<file path="config.mk">
export PLATFORM = sky130hd
export DESIGN_NAME = xcrtc_regfile
export DESIGN_NICKNAME = d
export VERILOG_FILES = /design/src/rtl/xcrtc_pkg.sv /design/src/rtl/xcrtc_lock.sv /design/src/rtl/xcrtc_slots.sv /design/src/rtl/xcrtc_assemble.sv /design/src/rtl/xcrtc_regfile.sv
export SDC_FILE = /design/constraint.sdc
export NUM_CORES = 1
export LEC_CHECK = 0
export BUFFER_PORTS_ARGS = -buffer_cell sky130_fd_sc_hd__clkbuf_2
export CORE_MARGIN = 8
export CORE_UTILIZATION = 60
export DETAILED_ROUTE_END_ITERATION = 16
export PLACE_DENSITY = 0.89
export SKIP_CTS_REPAIR_TIMING = 1
export SYNTH_ARGS = -nofsm -noshare
export SYNTH_HDL_FRONTEND = slang
export SYNTH_SLANG_ARGS = --single-unit
export TNS_END_PERCENT = 100
</file>
<file path="constraint.sdc">
create_clock -name clk -period 8.7 [get_ports clk]
set_clock_uncertainty 0.2 [all_clocks]
set_input_delay 2.61 -clock clk [delete_from_list [all_inputs] [get_ports clk]]
set_output_delay 2.61 -clock clk [all_outputs]
set_load 0.1 [all_outputs]
</file>
<file path="src/rtl/xcrtc_pkg.sv">
package xcrtc_pkg;
  localparam int DW = 8;
  localparam logic [DW-1:0] IDX_ID   = 8'h30;
  localparam logic [DW-1:0] IDX_KEY1 = 8'h38;
  localparam logic [DW-1:0] IDX_KEY2 = 8'h39;
  localparam logic [DW-1:0] KEY1_OPEN = 8'h48;
  localparam logic [DW-1:0] KEY2_OPEN = 8'hA5;
  localparam logic [DW-1:0] KEY2_SHUT = 8'h5A;

  localparam int BANK_W  = 6;
  localparam int START_W = 3;
  localparam int APER_W  = 10;

  typedef enum int {SL_START = 0, SL_BANK = 1, SL_HIGH = 2, SL_APHI = 3, SL_APLO = 4} slot_e;
  localparam int NSLOT = 5;

  function automatic logic [DW-1:0] slot_index(int s);
    case (s)
      SL_START: return 8'h31;
      SL_BANK:  return 8'h35;
      SL_HIGH:  return 8'h51;
      SL_APHI:  return 8'h59;
      default:  return 8'h5A;
    endcase
  endfunction

  function automatic logic slot_dual(int s);
    return s == SL_HIGH;
  endfunction
endpackage

</file>
<file path="src/rtl/xcrtc_lock.sv">
module xcrtc_lock
  import xcrtc_pkg::*;
(
  input  logic          clk,
  input  logic          rst_n,
  input  logic          wr_en,
  input  logic [DW-1:0] addr,
  input  logic [DW-1:0] wdata,
  output logic [DW-1:0] key1_val,
  output logic [DW-1:0] key2_val,
  output logic          key1_open,
  output logic          key2_open
);
  logic hit1, hit2;
  assign hit1 = wr_en && (addr == IDX_KEY1);
  assign hit2 = wr_en && (addr == IDX_KEY2);

  always_ff @(posedge clk) begin
    if (!rst_n) begin
      key1_val  <= '0;
      key2_val  <= '0;
      key2_open <= 1'b0;
    end else begin
      if (hit1) key1_val <= wdata;
      if (hit2) begin
        key2_val <= wdata;
        if (wdata == KEY2_OPEN)      key2_open <= 1'b1;
        else if (wdata == KEY2_SHUT) key2_open <= 1'b0;
      end
    end
  end

  assign key1_open = (key1_val == KEY1_OPEN);

  a_r2_key1_opens: assert property (@(posedge clk) disable iff (!rst_n)
    (hit1 && wdata == KEY1_OPEN) |=> key1_open);
  a_r2_key1_closes: assert property (@(posedge clk) disable iff (!rst_n)
    (hit1 && wdata != KEY1_OPEN) |=> !key1_open);
  a_r3_key2_opens: assert property (@(posedge clk) disable iff (!rst_n)
    (hit2 && wdata == KEY2_OPEN) |=> key2_open);
  a_r3_key2_shuts: assert property (@(posedge clk) disable iff (!rst_n)
    (hit2 && wdata == KEY2_SHUT) |=> !key2_open);
  a_r3_key2_other_keeps: assert property (@(posedge clk) disable iff (!rst_n)
    (!(hit2 && (wdata == KEY2_OPEN || wdata == KEY2_SHUT))) |=> $stable(key2_open));
endmodule

</file>
<file path="src/rtl/xcrtc_slots.sv">
module xcrtc_slots
  import xcrtc_pkg::*;
(
  input  logic                       clk,
  input  logic                       rst_n,
  input  logic                       wr_en,
  input  logic [DW-1:0]              addr,
  input  logic [DW-1:0]              wdata,
  input  logic                       key1_open,
  input  logic                       key2_open,
  output logic [NSLOT-1:0][DW-1:0]   slot_q,
  output logic [NSLOT-1:0]           slot_hit,
  output logic [NSLOT-1:0]           slot_ok
);
  for (genvar s = 0; s < NSLOT; s++) begin : g_slot
    localparam logic [DW-1:0] MY_IDX = slot_index(s);
    localparam bit            DUAL   = slot_dual(s);

    assign slot_hit[s] = (addr == MY_IDX);
    if (DUAL) begin : g_dual
      assign slot_ok[s] = key1_open && key2_open;
    end else begin : g_single
      assign slot_ok[s] = key1_open;
    end

    always_ff @(posedge clk) begin
      if (!rst_n)                                slot_q[s] <= '0;
      else if (wr_en && slot_hit[s] && slot_ok[s]) slot_q[s] <= wdata;
    end

    a_r4_locked_write_ignored: assert property (@(posedge clk) disable iff (!rst_n)
      (wr_en && slot_hit[s] && !key1_open) |=> $stable(slot_q[s]));
    if (DUAL) begin : g_chk_dual
      a_r5_needs_both_keys: assert property (@(posedge clk) disable iff (!rst_n)
        (wr_en && slot_hit[s] && !key2_open) |=> $stable(slot_q[s]));
    end
  end

  a_r10_one_slot_selected: assert property (@(posedge clk) disable iff (!rst_n)
    $onehot0(slot_hit));
endmodule

</file>
<file path="src/rtl/xcrtc_assemble.sv">
module xcrtc_assemble
  import xcrtc_pkg::*;
(
  input  logic [NSLOT-1:0][DW-1:0] slot_q,
  output logic [BANK_W-1:0]        bank_num,
  output logic [START_W-1:0]       disp_start_hi,
  output logic [APER_W-1:0]        aper_base
);
  logic [DW-1:0] r_start, r_bank, r_high, r_aphi, r_aplo;
  assign r_start = slot_q[SL_START];
  assign r_bank  = slot_q[SL_BANK];
  assign r_high  = slot_q[SL_HIGH];
  assign r_aphi  = slot_q[SL_APHI];
  assign r_aplo  = slot_q[SL_APLO];

  assign bank_num      = {r_high[3:2], r_bank[3:0]};
  assign disp_start_hi = {r_high[0], r_start[5:4]};
  assign aper_base     = {r_aphi[1:0], r_aplo};

  logic unused_bits;
  assign unused_bits = ^{r_start[7:6], r_start[3:0], r_bank[7:4],
                         r_high[7:4], r_high[1], r_aphi[7:2]};
endmodule

</file>
<file path="src/rtl/xcrtc_regfile.sv">
module xcrtc_regfile
  import xcrtc_pkg::*;
#(
  parameter logic [7:0] CHIP_ID = 8'h90
) (
  input  logic                clk,
  input  logic                rst_n,
  input  logic                host_sel,
  input  logic                host_wr,
  input  logic [7:0]          host_wdata,
  output logic [7:0]          host_rdata,
  output logic [BANK_W-1:0]   bank_num,
  output logic [START_W-1:0]  disp_start_hi,
  output logic [APER_W-1:0]   aper_base
);
  logic [DW-1:0]             idx_q;
  logic                      data_wr;
  logic [DW-1:0]             key1_val, key2_val;
  logic                      key1_open, key2_open;
  logic [NSLOT-1:0][DW-1:0]  slot_q;
  logic [NSLOT-1:0]          slot_hit, slot_ok;

  always_ff @(posedge clk) begin
    if (!rst_n)                    idx_q <= '0;
    else if (host_wr && !host_sel) idx_q <= host_wdata;
  end

  assign data_wr = host_wr && host_sel;

  xcrtc_lock u_lock (
    .clk(clk), .rst_n(rst_n), .wr_en(data_wr), .addr(idx_q), .wdata(host_wdata),
    .key1_val(key1_val), .key2_val(key2_val),
    .key1_open(key1_open), .key2_open(key2_open)
  );

  xcrtc_slots u_slots (
    .clk(clk), .rst_n(rst_n), .wr_en(data_wr), .addr(idx_q), .wdata(host_wdata),
    .key1_open(key1_open), .key2_open(key2_open),
    .slot_q(slot_q), .slot_hit(slot_hit), .slot_ok(slot_ok)
  );

  xcrtc_assemble u_asm (
    .slot_q(slot_q), .bank_num(bank_num),
    .disp_start_hi(disp_start_hi), .aper_base(aper_base)
  );

  logic [DW-1:0] slot_rd;
  always_comb begin
    slot_rd = '0;
    for (int s = 0; s < NSLOT; s++)
      if (slot_hit[s] && slot_ok[s]) slot_rd = slot_q[s];
  end

  always_comb begin
    if (!host_sel)               host_rdata = idx_q;
    else if (idx_q == IDX_ID)    host_rdata = CHIP_ID;
    else if (idx_q == IDX_KEY1)  host_rdata = key1_val;
    else if (idx_q == IDX_KEY2)  host_rdata = key2_val;
    else                         host_rdata = slot_rd;
  end

  a_r9_id_visible: assert property (@(posedge clk) disable iff (!rst_n)
    (host_sel && idx_q == IDX_ID) |-> host_rdata == CHIP_ID);
  a_r4_locked_read_zero: assert property (@(posedge clk) disable iff (!rst_n)
    (host_sel && (|slot_hit) && !key1_open) |-> host_rdata == 8'h00);
  a_r10_unknown_reads_zero: assert property (@(posedge clk) disable iff (!rst_n)
    (host_sel && !(|slot_hit) && idx_q != IDX_ID && idx_q != IDX_KEY1 &&
     idx_q != IDX_KEY2) |-> host_rdata == 8'h00);
  a_r11_outputs_hold: assert property (@(posedge clk) disable iff (!rst_n)
    !data_wr |=> ($stable(bank_num) && $stable(disp_start_hi) && $stable(aper_base)));
  a_r1_index_loads: assert property (@(posedge clk) disable iff (!rst_n)
    (host_wr && !host_sel) |=> idx_q == $past(host_wdata));
endmodule

</file>
==> summary.md, run 1 <==
| Metric | Value |
|---|---|
| Layout overhead on the synthesized area | `5.96%` |
| Min-delay src | `u_slots.slot_q[12]` |
| Clk pin slew, worst setup/hold paths | `70 ps` |
| H-Tree Depth | `3` |
| Antenna-violating nets left | `0` |
| Hold EP | `u_slots.slot_q[12]` |
| Final GP Congestion | `slightly below 1` |
| Share of cells above drive strength 1 | `15.2%` |
| Xor/xnor share of the synthesized area | `0.251%` |
| Syn Std Cell Area | `about 0.0035 mm^2` |
| Chip height | `~92 um` |
| # diodes | `0` |
| Setup TNS | `0 ps` |
| Number of synthesized flops with an enable pin | `0` |
| Final Critical Period | `just over 7000 ps` |
| Nets | `415` |
| WL final | `between 9000 and 10000 um` |
| Number of clock sinks | `65` |
| Arr. time, crit path | `around 4300 ps` |
| Setup crit end kind | `output port` |
| Max Freq | `between 100 and 150 MHz` |
| Start of the worst register-to-register path | `idx_q[3]` |
| Unrepaired setup endpoints after global routing | `false` |
| First-pass GRT wire length | `between 15000 and 20000 um` |
| WHS | `about 270 ps` |
| Synth warn | `0` |
| Req. time, crit path | `5890 ps` |
| Gr busiest metal | `met2` |
| R2R depth | `5` |
| #FFs+latches synth | `65` |
| Die width | `roughly 92 um` |
| Via count | `about 3100` |
| Global-route met1 utilization | `30.0%` |
| Final core occ | `66.3%` |
| Largest net degree at the start of global routing | `66` |
| Worst slew pin tran | `between 1000 and 1500 ps` |
| FF-to-FF End | `u_lock.key1_val[4]` |
| Iter 0 DRT Violations | `approximately 290` |
| Syn avg cell area | `slightly below 9 um^2` |
| Peak VDD IR | `around 0.11 mV` |
| Total GRT Usage | `between 20 and 25%` |
| Slowest stage delay, CP | `500 ps` |
| Initial antenna violation count | `0` |
| Adder-cell share of the synthesized area | `0%` |
| Post-synthesis compound-gate area fraction | `between 15 and 20%` |
| Boundary Pins | `39` |
| HPWL after detailed placement | `6620 um` |
| TritonCTS Buffers | `9` |
| R2R Setup Slk | `5670 ps` |
| Top FF cell, synth | `dfxtp_1` |
| Simple-Gate Fraction of Synth Area | `between 20 and 25%` |
| First-pass detailed-route iteration total | `4` |
| Clk buf depth | `2` |
| CTS tree | `yes` |
| Global route overflow | `0` |
| Power Density | `155 mW/mm^2` |
| Port-buffer cells | `38` |
| Clk root buf | `clkbuf_8` |
| Sequential share of the synthesized area | `between 30% and 40%` |
| Post-Syn Nets | `slightly above 400` |
| Status | `finished, final reports clean` |
| Critical-path top delay cell | `clkbuf_2` |
| Max Slew Vio Count | `0` |
| CP Launch Type | `input pin` |
| Vias/cell | `between 6 and 7` |
| Distinct cells, synth | `53` |
| Worst Setup Path Type | `input pin to output port` |
| Endpoints failing setup | `0` |
| Global Route met2 Usage | `between 30% and 40%` |
| Initial Util | `62.6%` |
| Core Footprint | `0.00557 mm^2` |
| Sequence of cells on the critical path | `clkbuf_2 -> clkinv_1 -> a21oi_1 -> o221ai_1 -> o221ai_1 -> clkbuf_2` |
| GR Util met3 | `about 5.1%` |
| Die area | `between 0.008 and 0.009 mm^2` |
| Clock Latency Late Sink | `350 ps` |
| Largest family of logic cells by synthesized area | `simple AND/OR/NAND/NOR gates` |
| Vias in the first global route | `between 2000 and 3000` |
| Worst hold path type | `flop to flop` |
| Post-route DRC | `0` |
| Mapped Cells | `402` |
| Async set-reset flop share out of synthesis | `0%` |
| Mux contribution to synthesized area | `9.76%` |
| Final hold vios | `0` |
| Tcrit/Tclk final | `roughly 80%` |
| FP Rows | `27` |
| Hold path cells | `2` |
| Slew margin rel. | `around a quarter` |
| P_leak | `1.40 nW` |
| Max Fanout on Critical Path | `9` |
| Max-cap violations | `0` |
| Routed len/inst | `about 20 um` |
Yosys cell counts (3+ instances only):
cell | instances | area [um^2]
a22oi_1 | 4 | 30.0
a22o_1 | 3 | 26.3
nor4_1 | 5 | 31.3
o21ai_0 | 4 | 20.0
nor3_1 | 5 | 25.0
o221ai_1 | 6 | 52.6
mux2i_1 | 34 | 340
a221oi_1 | 7 | 61.3
buf_2 | 3 | 15.0
nand2b_1 | 5 | 31.3
a32o_1 | 7 | 70.1
dfxtp_1 | 65 | 1300
nor2_1 | 10 | 37.5
clkbuf_1 | 27 | 101
nand3_1 | 18 | 90.1
a21boi_0 | 32 | 240
buf_4 | 20 | 150
a21o_1 | 6 | 45.0
a21oi_1 | 6 | 30.0
nand2_1 | 57 | 214
nor2b_1 | 36 | 225
power breakdown:
part,total (W),switching [W],leakage (nW),internal (W)
clock,0.000220,0.000111,0.0822,0.000109
combinational,0.0000504,0.0000350,0.792,0.0000154
sequential,0.000304,0.00000512,0.524,0.000299
total,0.000575,0.000151,1.40,0.000423
state kept, by name, summed over array words and instances (netlist names):
signal / cells
u_slots.slot_q: 40
idx_q: 8
u_lock.key1_val: 8
u_lock.key2_val: 8
u_lock.key2_open: 1
area by class of cell:
cell class | instances | area [um^2]
Sequential cell | 65 | 1300
Tap cell | 72 | 90.1
Multi-Input combinational cell | 284 | 1920
Inverter | 2 | 7.51
Timing Repair Buffer | 41 | 213
Clock inverter | 3 | 17.5
Clock buffer | 12 | 145
Fill cell | 472 | 1880
kinds of logic (layout without fill, tap and decap cells):
group | after synthesis | count (layout)
XOR/XNOR | 1 | 1
flip-flops | 65 | 65
AO/OA/AOI/OAI | 90 | 90
AND/OR/NAND/NOR | 159 | 159
multiplexers | 34 | 34
buffers and inverters | 53 | 58
worst max-delay path: cells and delay by family:
family	cells	cell delay, ps
buffers and inverters	3	910
AO/OA/AOI/OAI	3	740
worst max path at each step:
stage,from,slack [ps],end
6_report,host_sel,1620,host_rdata[3]
5_1_grt,host_sel,1470,host_rdata[3]
4_1_cts,host_sel,1630,host_rdata[3]
3_5_place_dp,host_sel,1630,host_rdata[3]
3_3_place_gp,host_sel,1750,host_rdata[0]
2_1_floorplan,host_sel,310,host_rdata[1]
layer usage:
layer	up-vias	wire length [um]
li1	1418	-
met1	1477	4150
met2	152	4360
met3	28	725
met4	0	357
met5	-	0
metrics by stage:
step	setup WS [ps]	power, W	std cells	cell area [um^2]
floorplan	314	0.000348	402	3490
global placement	1750	0.000360	464	3530
detailed placement	1630	0.000360	464	3530
CTS	1630	0.000576	479	3690
global route	1470	0.000593	479	3690
finish	1620	0.000575	479	3690
placed cells by master (no fill, tap or decap), types with 3 or more instances in the layout:
cell type,Yosys,routed
a22o_1,3,3
a32o_1,7,7
nand2_1,57,57
dfxtp_1,65,65
nor2b_1,36,36
buf_4,20,3
nor2_1,10,10
a22oi_1,4,4
nor3_1,5,5
nor4_1,5,3
o221ai_1,6,6
clkbuf_2,0,38
a221oi_1,7,7
a21oi_1,6,6
clkbuf_8,0,10
nand3_1,18,18
a21boi_0,32,32
mux2i_1,34,34
a21o_1,6,6
o21ai_0,4,4
nand2b_1,5,5
No activity file was read; power rests on OpenSTA's default activity.
==> run 2, diff against run 1 <==
--- a/config.mk
+++ b/config.mk
@@ -7,9 +7,9 @@
 export LEC_CHECK = 0
 export BUFFER_PORTS_ARGS = -buffer_cell sky130_fd_sc_hd__clkbuf_2
 export CORE_MARGIN = 8
-export CORE_UTILIZATION = 60
+export CORE_UTILIZATION = 58
 export DETAILED_ROUTE_END_ITERATION = 16
-export PLACE_DENSITY = 0.89
+export PLACE_DENSITY = 0.87
 export SKIP_CTS_REPAIR_TIMING = 1
 export SYNTH_ARGS = -nofsm -noshare
 export SYNTH_HDL_FRONTEND = slang
==> constraint.sdc (replaced) <==
create_clock -name clk -period 6.9 [get_ports clk]
set_clock_uncertainty 0.2 [all_clocks]
set_input_delay 2.07 -clock clk [delete_from_list [all_inputs] [get_ports clk]]
set_output_delay 2.07 -clock clk [all_outputs]
set_load 0.1 [all_outputs]
==> summary.md, run 2 (synthesis gave the netlist of run 1 again) <==
| Metric | Value |
|---|---|
| Status | `finished, final reports clean` |
| Power Density | `209 mW/mm^2 (+34%)` |
| TritonCTS Buffers | `9 (unchanged)` |
| Vias in the first global route | `2855 (+1.9%)` |
| Setup crit end kind | `output port` |
| WL final | `9610 um (+0.19%)` |
| Share of cells above drive strength 1 | `15.4% (+0.21 points)` |
| Clock Latency Late Sink | `340 ps (about the same)` |
| Max Freq | `roughly 170 MHz` |
| Slowest stage delay, CP | `490 ps (about the same)` |
| Total GRT Usage | `22.5% (-0.38 points)` |
| Largest net degree at the start of global routing | `66 (unchanged)` |
| WHS | `272 ps (+2.06 ps)` |
| Max Fanout on Critical Path | `9 (unchanged)` |
| Die area | `0.00875 mm^2 (+2.8%)` |
| Arr. time, crit path | `3680 ps (-590 ps)` |
| R2R Setup Slk | `3900 ps (-1770 ps)` |
| Antenna-violating nets left | `0 (unchanged)` |
| Boundary Pins | `39 (unchanged)` |
| Endpoints failing setup | `0 (unchanged)` |
| Worst slew pin tran | `1160 ps (+48.0 ps)` |
| Global route overflow | `0 (unchanged)` |
| Critical-path top delay cell | `clkbuf_2` |
| Final hold vios | `0 (unchanged)` |
| Iter 0 DRT Violations | `355 (+24%)` |
| P_leak | `1.42 nW (+1.7%)` |
| CP Launch Type | `input pin` |
| Routed len/inst | `19.9 um (-0.64%)` |
| Final Critical Period | `approximately 5900 ps` |
| Clk root buf | `clkbuf_8` |
| Final GP Congestion | `0.949 (-1.9%)` |
| Layout overhead on the synthesized area | `7.36%` |
| Vias/cell | `6.37 (-0.73%)` |
| Chip height | `93.5 um (+1.4%)` |
| Post-route DRC | `0 (unchanged)` |
| CTS tree | `yes` |
| Clk buf depth | `2 (unchanged)` |
| Req. time, crit path | `4630 ps (-1260 ps)` |
| Max-cap violations | `0 (unchanged)` |
| Initial antenna violation count | `0 (unchanged)` |
| Fillers | `497 (+5.3%)` |
| # diodes | `0 (unchanged)` |
| Die width | `93.5 um (+1.4%)` |
| Peak VDD IR | `0.144 mV (+33%)` |
| Sequence of cells on the critical path | `clkbuf_2 -> clkinv_1 -> a21oi_1 -> o221ai_1 -> o221ai_1 -> clkbuf_2` |
| Port-buffer cells | `38 (unchanged)` |
| R2R depth | `5 (unchanged)` |
| H-Tree Depth | `3 (unchanged)` |
| Unrepaired setup endpoints after global routing | `false` |
| First-pass GRT wire length | `15200 um (unchanged)` |
| Max Slew Vio Count | `0 (unchanged)` |
| Nets | `415 (unchanged)` |
| First-pass detailed-route iteration total | `4 (unchanged)` |
| Commonest non-fill, non-tap cell in the layout | `dfxtp_1` |
| Core Footprint | `0.00585 mm^2 (+5.0%)` |
| Initial Util | `59.6% (-3.0 points)` |
| Commonest cells after routing, fill and taps aside | `dfxtp_1 (65), nand2_1 (57), clkbuf_2 (38), nor2b_1 (36), mux2i_1 (34)` |
| Worst Setup Path Type | `input pin to output port` |
| Setup TNS | `0 ps (unchanged)` |
| Largest register by flop count | `u_slots.slot_q` |
| Via count | `3078 (+0.098%)` |
| Clk pin slew, worst setup/hold paths | `60 ps (about the same)` |
| Worst hold path type | `flop to flop` |
| Number of clock sinks | `65 (unchanged)` |
| Max reg flops | `40 (unchanged)` |
| Hold path cells | `2 (unchanged)` |
| Slew margin rel. | `22.2% (-3.2 points)` |
| FP Rows | `28 (+3.7%)` |
| Tcrit/Tclk final | `between 80 and 90%` |
| HPWL after detailed placement | `6640 um (+0.33%)` |
-- run 2: final timing paths --
check,from,end
worst min register to register,u_slots.slot_q[3],u_slots.slot_q[3]
worst max register to register,idx_q[2],u_lock.key2_open
worst max-delay path,host_sel,host_rdata[3]
worst min-delay path,u_slots.slot_q[3],u_slots.slot_q[3]
-- run 2: routing by layer --
metal	up-vias	wire length, um	global-route usage, %
met1	1469	4100	28.9
met2	159	4340	33.6
met4	0	432	15.2
li1	1423	-	-
met5	-	0	0
met3	27	734	4.01
-- run 2: stage by stage --
stage	setup slack (ps)	instances	util [%]	cell area, um^2	total power [W]
after CTS	957	483	64.0	3740	0.000786
after global placement	978	467	60.4	3540	0.000454
after floorplan	203	402	-	3490	0.000439
after detailed placement	961	467	60.4	3540	0.000454
final	953	483	64.0	3740	0.000782
after global routing	733	483	64.0	3740	0.000810
-- run 2: cell type report --
type / count / area [um^2] / share of cell area (%)
tap: 75 / 93.8 / 2.51
clock buffer: 14 / 173 / 4.61
sequential: 65 / 1300 / 34.8
inverter: 2 / 7.51 / 0.201
clock inverter: 2 / 35.0 / 0.936
multi-input combinational: 284 / 1920 / 51.3
timing repair buffer: 41 / 213 / 5.68
-- run 2: critical path, delay by kind of cell --
family / cells / cell delay [ps]
AOI/OAI and AO/OA: 3 / 710
buffers and inverters: 3 / 880
-- run 2: power breakdown --
part	leakage (nW)	total [W]	switching [W]	internal, W
Sequential	0.524	0.000384	0.00000629	0.000377
Clock	0.107	0.000335	0.000139	0.000196
Combinational	0.792	0.0000633	0.0000439	0.0000194
